`src/rtl/bsr_pkg.sv`:
```
package bsr_pkg;
  localparam int AM_W = 6;
  // user-defined modifier window: upper two bits of the 6-bit code equal 01
  localparam logic [1:0] AM_USER_TOP = 2'b01;

  typedef enum logic {
    SLOT_EMPTY = 1'b0,
    SLOT_FULL  = 1'b1
  } slot_state_e;
endpackage

```
`src/rtl/bsr_map_table.sv`:
```
module bsr_map_table #(
  parameter int IDX_W = 4,
  parameter int LPG_W = 4
) (
  input  logic             clk,
  input  logic             rst_n,
  input  logic             wr_en,
  input  logic [IDX_W-1:0] wr_idx,
  input  logic             wr_accept,
  input  logic [LPG_W-1:0] wr_lpage,
  input  logic [IDX_W-1:0] rd_idx,
  output logic             rd_accept,
  output logic [LPG_W-1:0] rd_lpage
);
  localparam int ENTRIES = 1 << IDX_W;

  logic             acc_arr [ENTRIES];
  logic [LPG_W-1:0] lpg_arr [ENTRIES];

  for (genvar g = 0; g < ENTRIES; g++) begin : g_entry
    logic             sel;
    logic             acc_q, acc_d;
    logic [LPG_W-1:0] lpg_q, lpg_d;

    assign sel = wr_en && (wr_idx == IDX_W'(g));

    always_comb begin
      acc_d = acc_q;
      lpg_d = lpg_q;
      if (sel) begin
        acc_d = wr_accept;
        lpg_d = wr_lpage;
      end
    end

    always_ff @(posedge clk or negedge rst_n) begin
      if (!rst_n) begin
        acc_q <= 1'b0;
        lpg_q <= '0;
      end else if (sel) begin
        acc_q <= acc_d;
        lpg_q <= lpg_d;
      end
    end

    assign acc_arr[g] = acc_q;
    assign lpg_arr[g] = lpg_q;
  end

  assign rd_accept = acc_arr[rd_idx];
  assign rd_lpage  = lpg_arr[rd_idx];
endmodule

```
`src/rtl/bsr_cycle_decode.sv`:
```
module bsr_cycle_decode
  import bsr_pkg::*;
(
  input  logic            clk,
  input  logic            rst_n,
  input  logic            strobe,
  input  logic            write,
  input  logic [AM_W-1:0] am,
  output logic            bcast_start
);
  logic strobe_q;
  logic strobe_d;
  logic user_am;

  assign strobe_d = strobe;

  always_ff @(posedge clk or negedge rst_n) begin
    if (!rst_n) strobe_q <= 1'b0;
    else        strobe_q <= strobe_d;
  end

  assign user_am     = (am[AM_W-1:AM_W-2] == AM_USER_TOP);
  assign bcast_start = strobe && !strobe_q && write && user_am;
endmodule

```
`src/rtl/bsr_hold_slot.sv`:
```
module bsr_hold_slot
  import bsr_pkg::*;
#(
  parameter int LAW = 16,
  parameter int DW  = 16
) (
  input  logic           clk,
  input  logic           rst_n,
  input  logic           take,
  input  logic [LAW-1:0] in_addr,
  input  logic [DW-1:0]  in_data,
  input  logic           gnt,
  output logic           req,
  output logic [LAW-1:0] out_addr,
  output logic [DW-1:0]  out_data,
  output logic           lost
);
  slot_state_e    state_q, state_d;
  logic [LAW-1:0] addr_q;
  logic [DW-1:0]  data_q;
  logic           lost_q, lost_d;
  logic           granted, room, load, drop;

  assign granted = (state_q == SLOT_FULL) && gnt;
  assign room    = (state_q == SLOT_EMPTY) || granted;
  assign load    = take && room;
  assign drop    = take && !room;

  always_comb begin
    state_d = state_q;
    if (load)         state_d = SLOT_FULL;
    else if (granted) state_d = SLOT_EMPTY;
    lost_d = lost_q | drop;
  end

  always_ff @(posedge clk or negedge rst_n) begin
    if (!rst_n) begin
      state_q <= SLOT_EMPTY;
      lost_q  <= 1'b0;
    end else begin
      state_q <= state_d;
      lost_q  <= lost_d;
    end
  end

  always_ff @(posedge clk or negedge rst_n) begin
    if (!rst_n) begin
      addr_q <= '0;
      data_q <= '0;
    end else if (load) begin
      addr_q <= in_addr;
      data_q <= in_data;
    end
  end

  assign req      = (state_q == SLOT_FULL);
  assign out_addr = addr_q;
  assign out_data = data_q;
  assign lost     = lost_q;
endmodule

```
`src/rtl/bcast_snoop_rx.sv`:
```
module bcast_snoop_rx
  import bsr_pkg::*;
#(
  parameter int GADDR_W = 16,
  parameter int IDX_W   = 4,
  parameter int LPG_W   = 4,
  parameter int DATA_W  = 16,
  localparam int OFF_W  = GADDR_W - IDX_W,
  localparam int LADDR_W = LPG_W + OFF_W
) (
  input  logic               clk,
  input  logic               rst_n,
  input  logic               gb_strobe,
  input  logic               gb_write,
  input  logic [AM_W-1:0]    gb_am,
  input  logic [GADDR_W-1:0] gb_addr,
  input  logic [DATA_W-1:0]  gb_data,
  input  logic               cfg_we,
  input  logic [IDX_W-1:0]   cfg_idx,
  input  logic               cfg_accept,
  input  logic [LPG_W-1:0]   cfg_lpage,
  output logic               lw_req,
  output logic [LADDR_W-1:0] lw_addr,
  output logic [DATA_W-1:0]  lw_data,
  input  logic               lw_gnt,
  output logic               overrun
);
  // reset: asserted asynchronously, released on a clock edge
  logic rst_meta_q, rst_sync_q;
  always_ff @(posedge clk or negedge rst_n) begin
    if (!rst_n) begin
      rst_meta_q <= 1'b0;
      rst_sync_q <= 1'b0;
    end else begin
      rst_meta_q <= 1'b1;
      rst_sync_q <= rst_meta_q;
    end
  end

  logic             bcast_start;
  logic             page_acc;
  logic [LPG_W-1:0] page_loc;
  logic             hit;
  logic [LADDR_W-1:0] loc_addr;

  bsr_cycle_decode u_decode (
    .clk         (clk),
    .rst_n       (rst_sync_q),
    .strobe      (gb_strobe),
    .write       (gb_write),
    .am          (gb_am),
    .bcast_start (bcast_start)
  );

  bsr_map_table #(.IDX_W(IDX_W), .LPG_W(LPG_W)) u_table (
    .clk       (clk),
    .rst_n     (rst_sync_q),
    .wr_en     (cfg_we),
    .wr_idx    (cfg_idx),
    .wr_accept (cfg_accept),
    .wr_lpage  (cfg_lpage),
    .rd_idx    (gb_addr[GADDR_W-1 -: IDX_W]),
    .rd_accept (page_acc),
    .rd_lpage  (page_loc)
  );

  assign hit      = bcast_start && page_acc;
  assign loc_addr = {page_loc, gb_addr[OFF_W-1:0]};

  bsr_hold_slot #(.LAW(LADDR_W), .DW(DATA_W)) u_slot (
    .clk      (clk),
    .rst_n    (rst_sync_q),
    .take     (hit),
    .in_addr  (loc_addr),
    .in_data  (gb_data),
    .gnt      (lw_gnt),
    .req      (lw_req),
    .out_addr (lw_addr),
    .out_data (lw_data),
    .lost     (overrun)
  );
endmodule

```
`config.mk`:
```
export PLATFORM = sky130hd
export DESIGN_NAME = bcast_snoop_rx
export DESIGN_NICKNAME = d
export VERILOG_FILES = /design/src/rtl/bsr_pkg.sv /design/src/rtl/bsr_map_table.sv /design/src/rtl/bsr_cycle_decode.sv /design/src/rtl/bsr_hold_slot.sv /design/src/rtl/bcast_snoop_rx.sv
export SDC_FILE = /design/constraint.sdc
export NUM_CORES = 1
export LEC_CHECK = 0
export ABC_AREA = 0
export BUFFER_PORTS_ARGS = -buffer_cell sky130_fd_sc_hd__buf_2
export CAP_MARGIN = 20
export CORE_UTILIZATION = 30
export DETAILED_ROUTE_END_ITERATION = 7
export GPL_TIMING_DRIVEN = 0
export PLACE_DENSITY_LB_ADDON = 0.05
export RECOVER_POWER = 100
export REMOVE_ABC_BUFFERS = 1
export SLEW_MARGIN = 20
export SYNTH_ARGS = -nofsm -noshare
export SYNTH_HDL_FRONTEND = slang
export SYNTH_SLANG_ARGS = --single-unit
```
`constraint.sdc`:
```
create_clock -name clk -period 4.5 [get_ports clk]
set_input_delay 0.675 -clock clk [delete_from_list [all_inputs] [get_ports clk]]
set_output_delay 0.675 -clock clk [all_outputs]
set_load 0.02 [all_outputs]
```
==> results.json, run 1 <==
{
  "status": "completed",
  "clk-insertion-delay-late_ns": 0.41,
  "area_growth_pct": 21.8,
  "powerDensity_mw_per_mm2": 534,
  "grt_use_met2": 0.212,
  "place_hpwl_microns": 8030,
  "rsz0062_at_grt": "false",
  "cp_max_fo": 26,
  "synth.yosys.seq_area_share": 0.563,
  "ir_worst_vdd_mv": 0.265,
  "antennaDiodeCount": 0,
  "seq_power_share": 0.417,
  "cts_made_buffers": 17,
  "drive_gt1_frac": 0.377,
  "timing.hold.ws_ns": 0.0328,
  "end_kind": "register",
  "dpl_cell_area_sq_mm": 0.00587,
  "power.switching_uw": 864,
  "ys_types": 30,
  "drt-total-wl_microns": 11700,
  "setup_viol": 0,
  "hold_buffers": 0,
  "finalSetupTns_ns": 0,
  "wl_per_cell_microns": 17.6,
  "top_usage_layer": "met2",
  "fp-row-count": 47,
  "fin_crit_sh": 0.673,
  "synth_edf_count": 0,
  "avgViaCountPerCell": 4.67,
  "tightest_slew_ns": 1.16,
  "dieArea_sq_mm": 0.0179,
  "ys_async_sr_fraction": 1.00,
  "drc": 0,
  "grt_antenna_before_repair": 0,
  "relSlewSlack": 0.226,
  "fin_skew_ns": 0.0110,
  "numPortBuffers": 82,
  "p_clk_frac": 0.417,
  "vias": 3095,
  "final_nets": 483,
  "drtIter0Drc": 108,
  "synth_cells": 343,
  "path_clk_slew_ns": 0.05,
  "start_util": 0.310,
  "fin_util": 0.378,
  "grt_max_degree": 47,
  "path_class": "input pin to register",
  "io_pins": 87,
  "core_area_sq_mm": 0.0168,
  "grt_pass1_vias": 3258,
  "die_h_microns": 134,
  "groute.usage.overall": 0.143,
  "worst-r2r-cell-count": 6,
  "worstReg2RegEnd": "u_slot.out_data[8]$_DFFE_PN0P_",
  "place_congestion": 0.672,
  "min_path_type": "input pin to asynchronous set/reset pin",
  "dp.cells": 631,
  "cts.repair.resized": 0,
  "startpoint_type": "input pin",
  "ys_warn_count": 0,
  "cts_setup_buffers": 0,
  "met1_usage": 0.193,
  "arrival_ns": 3.32,
  "n_fill_cell": 1645,
  "ys_ff_latch": 117,
  "register_area_sq_mm": 0.00293,
  "min_period_ns": 3.03,
  "avgSynthCellArea_sq_um": 15.2,
  "grtUsageMet3": 0.0457,
  "finalNonFillerCells": 663,
  "die_w_microns": 134,
  "drt-pass1-iter-count": 4,
  "finalHoldViolations": 0,
  "cap_violations": 0,
  "internal_power_uw": 2520,
  "finalInstanceArea_sq_mm": 0.00634,
  "final-max-slew-violation-count": 0,
  "htreeDepth": 4,
  "cts_sinks": 117,
  "grt_pass1_wl_microns": 18800,
  "syn_area_sq_mm": 0.00520,
  "cts_tree": "yes",
  "p_leak_uw": 0.00289,
  "ant_nets": 0,
  "p_sw_frac": 0.255,
  "yosys_most_used_dff": "dfrtp_1",
  "r2r_setup_slack_ns": 2.23,
  "clock_path_buffers": 2,
  "required_ns": 4.79,
  "r2r-start": "u_table.g_entry[0].acc_q$_DFFE_PN0P_",
  "max_freq_mhz": 330,
  "power_frac_comb": 0.166,
  "cts-root-buf": "clkbuf_16",
  "grt-ovfl-total": 0,
  "multi_input_area_sq_mm": 0.00205
}
==> state kept, by name, summed over array words and instances, names as in the netlist <==
signal and flops:
u_slot.lost 1, rst_sync_q 1, u_slot.out_addr 16, u_table.g_entry.lpg_q 64
u_slot.req 1, u_slot.out_data 16, u_decode.strobe_q 1, u_table.g_entry.acc_q 16
rst_meta_q 1
==> routing by layer <==
| layer | part of all wire | vias to the layer above |
|---|---|---|
| met5 | 0 | - |
| li1 | - | 1433 |
| met3 | 0.053 | 10 |
| met4 | 0.013 | 0 |
| met1 | 0.49 | 1560 |
| met2 | 0.45 | 92 |
==> kinds of logic after synthesis <==
group | after synthesis | synth area share
AO/OA/AOI/OAI | 19 | 0.0305
buffers and inverters | 22 | 0.0245
AND/OR/NAND/NOR | 40 | 0.0404
flip-flops | 117 | 0.563
multiplexers | 144 | 0.341
other | 1 | 0.000721
==> stage by stage <==
step,power (uW),setup slack (ns)
after floorplan,1840,0.999
after global routing,3560,1.27
after detailed placement,2070,1.09
after global placement,2040,-0.600
final,3390,1.47
after CTS,3500,1.54
==> placed cells by master (no fill, tap or decap), types with 5 or more instances in the layout <==
cell type,n
inv_1,5
clkbuf_1,42
mux2_1,25
mux2i_1,28
mux4_2,8
nor2_1,11
dfrtp_1,117
clkinv_2,5
nand2_1,7
a221oi_1,6
buf_2,43
clkbuf_16,17
mux2_2,82
==> Yosys cell counts (2+ instances only) <==
cell / instances / share of area
a221oi_1: 6 / 0.010
a22o_1: 4 / 0.0067
a22oi_1: 2 / 0.0029
and2_1: 2 / 0.0024
buf_2: 3 / 0.0029
buf_6: 5 / 0.011
clkbuf_1: 8 / 0.0058
dfrtp_1: 117 / 0.56
inv_1: 5 / 0.0036
mux2_2: 82 / 0.18
mux2_4: 26 / 0.075
mux2i_1: 28 / 0.054
mux4_2: 8 / 0.035
nand2_1: 7 / 0.0051
nand2b_1: 4 / 0.0048
nand3b_1: 2 / 0.0029
nor2_1: 11 / 0.0079
nor2b_1: 4 / 0.0048
nor3_1: 2 / 0.0019
nor3b_1: 2 / 0.0029
o221ai_1: 4 / 0.0067
or3_1: 3 / 0.0036
==> area by class of cell <==
class | count | area share
clock buffer | 22 | 0.0733
timing repair buffer | 85 | 0.0701
sequential | 117 | 0.462
tap | 220 | 0.0434
inverter | 5 | 0.00296
multi-input combinational | 204 | 0.324
clock inverter | 10 | 0.0241
==> worst max-delay path: stages <==
cell	delay [ns]
buf_2	0.68
mux2i_1	0.26
a221oi_1	0.35
nand2_1	0.13
a211o_1	0.57
buf_16	0.29
mux2_1	0.32
==> power groups by stage <==
stage | Clock, uW | Sequential, uW | Combinational, uW
after floorplan | 0 | 1500 | 340
after global placement | 0 | 1440 | 609
after detailed placement | 0 | 1430 | 637
after CTS | 1450 | 1410 | 641
after global routing | 1500 | 1450 | 614
final | 1410 | 1410 | 563
==> how the worst max path moves through the flow <==
stage,from,endpoint,slack [ns],cells past startpoint
after floorplan,rst_sync_q$_DFF_PN0_,u_decode.strobe_q$_DFF_PN0_,1.0,0
after global placement,rst_sync_q$_DFF_PN0_,u_table.g_entry[0].lpg_q[0]$_DFFE_PN0P_,-0.60,0
after detailed placement,gb_addr[12],u_slot.out_data[8]$_DFFE_PN0P_,1.09,7
after CTS,gb_addr[12],u_slot.out_data[8]$_DFFE_PN0P_,1.54,7
after global routing,gb_addr[12],u_slot.out_data[8]$_DFFE_PN0P_,1.27,7
final,gb_addr[12],u_slot.out_data[8]$_DFFE_PN0P_,1.47,7
(Power assumes the default switching activity.)
==> run 2, diff against run 1 <==
Clock period 4.5 ns to 2.5 ns, I/O delays scaled along.
==> run 2 against run 1 <==
  * Power is 80% higher
  * Critical path depth stayed put
  * Hold slack better by 0.049 ns
  * Combinational power is 79% higher
  * Utilization is 0.11 points lower
  * Non-clock buffer count is 1 higher
  * Die area stayed put
  * Wire length is 0.27% higher
  * First-iteration DRC count is 19% lower
  * Cell count is 0.15% higher
  * Clock power is 80% higher
  * Register-to-register slack worse by 1.9 ns
  * Critical path type unchanged
==> results.json, run 2 (same netlist as run 1, synthesis figures left out) <==
{
  "rsz0062_at_grt": "false",
  "finalHoldViolations": 0,
  "antennaDiodeCount": 0,
  "final_nets": 484,
  "p_leak_uw": 0.00289,
  "tightest_slew_ns": 1.15,
  "cp_max_fo": 26,
  "final-max-slew-violation-count": 0,
  "crit_path_start": "gb_addr[12]",
  "drc": 0,
  "cap_violations": 0,
  "die_w_microns": 134,
  "path_class": "input pin to register",
  "r2r-start": "u_table.g_entry[0].acc_q$_DFFE_PN0P_",
  "min_period_ns": 2.27,
  "cts_made_buffers": 17,
  "setup_viol": 0,
  "min_path_type": "input pin to register",
  "ir_worst_vdd_mv": 0.477,
  "n_fill_cell": 1648,
  "htreeDepth": 4,
  "drtIter0Drc": 88,
  "drt-pass1-iter-count": 4,
  "wl_per_cell_microns": 17.6,
  "status": "completed",
  "dieArea_sq_mm": 0.0179,
  "fin_ws_ns": 0.226,
  "clk-insertion-delay-late_ns": 0.41,
  "cts_sinks": 117,
  "layout_common_cells": "dfrtp_1, mux2_2, clkbuf_1, buf_2, mux2i_1",
  "end_kind": "register",
  "io_pins": 87,
  "start_util": 0.310,
  "min_from": "gb_strobe",
  "groute.usage.overall": 0.143,
  "avgViaCountPerCell": 4.65,
  "area_growth_pct": 21.4,
  "core_area_sq_mm": 0.0168,
  "slowest_delay_ns": 0.48,
  "place_congestion": 0.672,
  "fin_skew_ns": 0.00988,
  "grt-ovfl-total": 0,
  "die_h_microns": 134,
  "arrival_ns": 2.56,
  "place_hpwl_microns": 8030,
  "fp-row-count": 47,
  "grt_pass1_vias": 3258,
  "fin_crit_sh": 0.910,
  "vias": 3086,
  "clock_path_buffers": 2,
  "finalSetupTns_ns": 0,
  "final_common_cell": "dfrtp_1",
  "powerDensity_mw_per_mm2": 965,
  "crit_slowest_cell": "a211o_2",
  "dp_slack_ns": -0.609,
  "largest_register_ffs": 64,
  "drt-total-wl_microns": 11700,
  "timing.hold.ws_ns": 0.0816,
  "worstPathCellList": "buf_4, mux2i_1, a221oi_1, nand2_1, a211o_2, buf_6, mux2_1",
  "grt_antenna_before_repair": 0,
  "grt_pass1_wl_microns": 18800,
  "cts-root-buf": "clkbuf_16",
  "largest-register": "u_table.g_entry.lpg_q",
  "startpoint_type": "input pin",
  "numPortBuffers": 82,
  "cts_tree": "yes",
  "max_freq_mhz": 440,
  "path_clk_slew_ns": 0.05,
  "drive_gt1_frac": 0.381,
  "ant_nets": 0,
  "relSlewSlack": 0.233,
  "grt_max_degree": 47,
  "required_ns": 2.79
}
## run 2: cell types whose count changed in the layout (fill, tap and decap cells not counted), sizes merged
cell	delta
buf	-1
clkbuf	+1
dlygate4sd3	+1
## run 2: per-stage QoR
| step | area (sq um) | utilization | instances | total power (uW) |
|---|---|---|---|---|
| 2_1_floorplan | 5090 | - | 326 | 3320 |
| 3_3_place_gp | 5780 | 0.345 | 628 | 3680 |
| 3_5_place_dp | 5870 | 0.350 | 631 | 3720 |
| 5_1_grt | 6320 | 0.377 | 664 | 6410 |
| 6_report | 6320 | 0.377 | 664 | 6090 |
| 4_1_cts | 6500 | 0.388 | 664 | 6310 |
## run 2: cell type report
cell class | count | area [sq um] | area share
Multi-Input combinational cell | 204 | 2060 | 0.326
Clock inverter | 10 | 153 | 0.0242
Inverter | 5 | 18.8 | 0.00297
Sequential cell | 117 | 2930 | 0.463
Clock buffer | 22 | 464 | 0.0735
Tap cell | 220 | 275 | 0.0436
Timing Repair Buffer | 86 | 420 | 0.0665
## run 2: critical path, delay by kind of cell
family | cells | cell delay, ns
AO/OA/AOI/OAI | 2 | 0.82
buffers and inverters | 2 | 0.65
multiplexers | 2 | 0.56
AND/OR/NAND/NOR | 1 | 0.13
## run 2: repair_timing
action,CTS,global route
hold endpoints to repair,2,0
endpoints found under the setup margin,17,0
buffers inserted,0,0
hold buffers,1,0
gates resized for setup,1,0
## run 2: power breakdown
group / internal (uW) / switching, uW / leakage, uW / total, uW
clock network: 1710 / 828 / 0.000304 / 2540
registers: 2330 / 214 / 0.00145 / 2540
logic: 501 / 513 / 0.00113 / 1010
## run 2: path summary, 6_finish.rpt
kind	endpoint	slack, ns	depth (start not counted)
setup / recovery	u_slot.out_data[8]$_DFFE_PN0P_	0.23	7
hold / removal	u_decode.strobe_q$_DFF_PN0_	0.08	1
setup reg to reg	u_slot.out_data[8]$_DFFE_PN0P_	0.38	6
hold reg to reg	rst_sync_q$_DFF_PN0_	0.35	0
max in group asynchronous	u_table.g_entry[3].lpg_q[3]$_DFFE_PN0P_	0.48	2
min in group asynchronous	rst_meta_q$_DFF_PN0_	0.27	2
## run 2: routing by layer
metal	wire, microns	track usage
met5	0	0
met4	155	0.0568
met3	618	0.0457
met2	5240	0.212
met1	5690	0.193
==> run 3, diff against run 2 <==
Settings changed: CELL_PAD_IN_SITES_DETAIL_PLACEMENT set to 1, CELL_PAD_IN_SITES_GLOBAL_PLACEMENT set to 1, CTS_CLUSTER_SIZE set to 8.
==> run 3 against run 2 <==
  * Combinational power increased by 8%
  * Final area decreased by 0.12%
  * Cell count decreased by 0.30%
  * Register-to-register slack improved by 0.03 ns
==> results.json, run 3 (same netlist as run 1, synthesis figures left out) <==
{
  "status": "completed",
  "dieArea_sq_mm": 0.0179,
  "groute.usage.overall": 0.156,
  "clock_path_buffers": 2,
  "path_class": "input pin to register",
  "avgViaCountPerCell": 4.77,
  "final-max-slew-violation-count": 0,
  "cp_max_fo": 21,
  "numPortBuffers": 82,
  "tightest_slew_ns": 1.43,
  "area_growth_pct": 21.3,
  "ir_worst_vdd_mv": 0.452,
  "clk-insertion-delay-late_ns": 0.41,
  "cts_sinks": 117,
  "cts-root-buf": "clkbuf_16",
  "dpl_cell_area_sq_mm": 0.00585,
  "antennaDiodeCount": 0,
  "fin_crit_sh": 0.914,
  "grt-ovfl-total": 0,
  "finalHoldViolations": 0,
  "max_freq_mhz": 438,
  "place_congestion": 0.657,
  "grt_max_degree": 52,
  "startpoint_type": "input pin",
  "relSlewSlack": 0.0498,
  "min_path_type": "input pin to register",
  "cts_made_buffers": 17,
  "drc": 0,
  "htreeDepth": 4,
  "ant_nets": 0,
  "place_hpwl_microns": 8440,
  "rsz0062_at_grt": "false",
  "final_nets": 484,
  "cts_tree": "yes",
  "vias": 3161,
  "start_util": 0.310,
  "powerDensity_mw_per_mm2": 936,
  "largest_register_ffs": 64,
  "p_leak_uw": 0.00292,
  "wl_per_cell_microns": 19.0,
  "fin_skew_ns": 0.00578,
  "grt_pass1_vias": 3577,
  "finalSetupTns_ns": 0,
  "die_w_microns": 134,
  "io_pins": 87,
  "layout_common_cells": "dfrtp_1, mux2_2, clkbuf_1, buf_2, mux2i_1",
  "finalInstanceArea_sq_mm": 0.00631,
  "end_kind": "register",
  "fp-row-count": 47,
  "largest-register": "u_table.g_entry.lpg_q",
  "setup_viol": 0,
  "final_common_cell": "dfrtp_1",
  "grt_pass1_wl_microns": 20600,
  "required_ns": 2.79,
  "n_fill_cell": 1798,
  "drt-total-wl_microns": 12600,
  "grt_antenna_before_repair": 0,
  "cap_violations": 0,
  "path_clk_slew_ns": 0.05,
  "drt-pass1-iter-count": 4,
  "core_area_sq_mm": 0.0168,
  "arrival_ns": 2.57,
  "die_h_microns": 134,
  "min_period_ns": 2.28,
  "drive_gt1_frac": 0.412,
  "drtIter0Drc": 70
}
[run 3: path summary, 6_finish.rpt]
path | start | end | slack [ns] | cells past startpoint
max | gb_addr[13] | u_slot.out_data[1]$_DFFE_PN0P_ | 0.22 | 7
min | gb_strobe | u_decode.strobe_q$_DFF_PN0_ | 0.09 | 1
max reg2reg | u_table.g_entry[13].acc_q$_DFFE_PN0P_ | u_slot.out_data[1]$_DFFE_PN0P_ | 0.41 | 6
min reg2reg | rst_meta_q$_DFF_PN0_ | rst_sync_q$_DFF_PN0_ | 0.35 | 0
max in group asynchronous | rst_sync_q$_DFF_PN0_ | u_slot.out_data[4]$_DFFE_PN0P_ | 0.43 | 2
min in group asynchronous | rst_n | rst_meta_q$_DFF_PN0_ | 0.28 | 2
[run 3: report_power, final]
| group | leakage, uW | switching (uW) | internal [uW] |
|---|---|---|---|
| logic | 0.00121 | 533 | 555 |
| registers | 0.00145 | 220 | 2330 |
| clock network | 0.000268 | 797 | 1470 |
| total | 0.00292 | 1550 | 4350 |
[run 3: layout make-up]
class                   count  area, sq um  share of cell area
repair buffers             86          420              0.0666
flip-flops and latches    117         2930               0.464
clock buffers              24          462              0.0732
multi-input cells         204         2130               0.337
clock inverters             6         80.1              0.0127
inverters                   5         18.8             0.00297
well taps                 220          275              0.0436
[run 3: layer usage]
metal / vias to the layer above / track usage / wire length [microns]
li1: 1423 / - / -
met1: 1637 / 0.209 / 6040
met2: 89 / 0.246 / 5790
met3: 12 / 0.0441 / 619
met4: 0 / 0.0436 / 127
met5: - / 0 / 0
[run 3: repair_timing]
| item | CTS | global route |
|---|---|---|
| endpoints found under the setup margin | 20 | 0 |
| setup buffers | 0 | 0 |
| hold endpoints to repair | 2 | 0 |
| hold buffers | 1 | 0 |
| gates resized for setup | 1 | 0 |
[run 3: per-stage QoR]
| step | worst slack (ns) | instances | total power, uW | util | hold slack, ns |
|---|---|---|---|---|---|
| floorplan | -1.00 | 326 | 3320 | - | 0.0794 |
| global placement | -2.59 | 628 | 3680 | 0.345 | 0.160 |
| detailed placement | -0.585 | 631 | 3740 | 0.349 | 0.162 |
| CTS | 0.203 | 662 | 6060 | 0.382 | 0.0687 |
| global route | 0.0192 | 662 | 6240 | 0.376 | 0.0721 |
| finish | 0.215 | 662 | 5910 | 0.376 | 0.0921 |
[run 3: worst max-delay path, cell delays in order]
cell and delay, ns:
buf_2 0.50, nor2_1 0.16, a221oi_1 0.30, nand2_1 0.14, a211o_2 0.50, buf_6 0.26
mux2_4 0.32
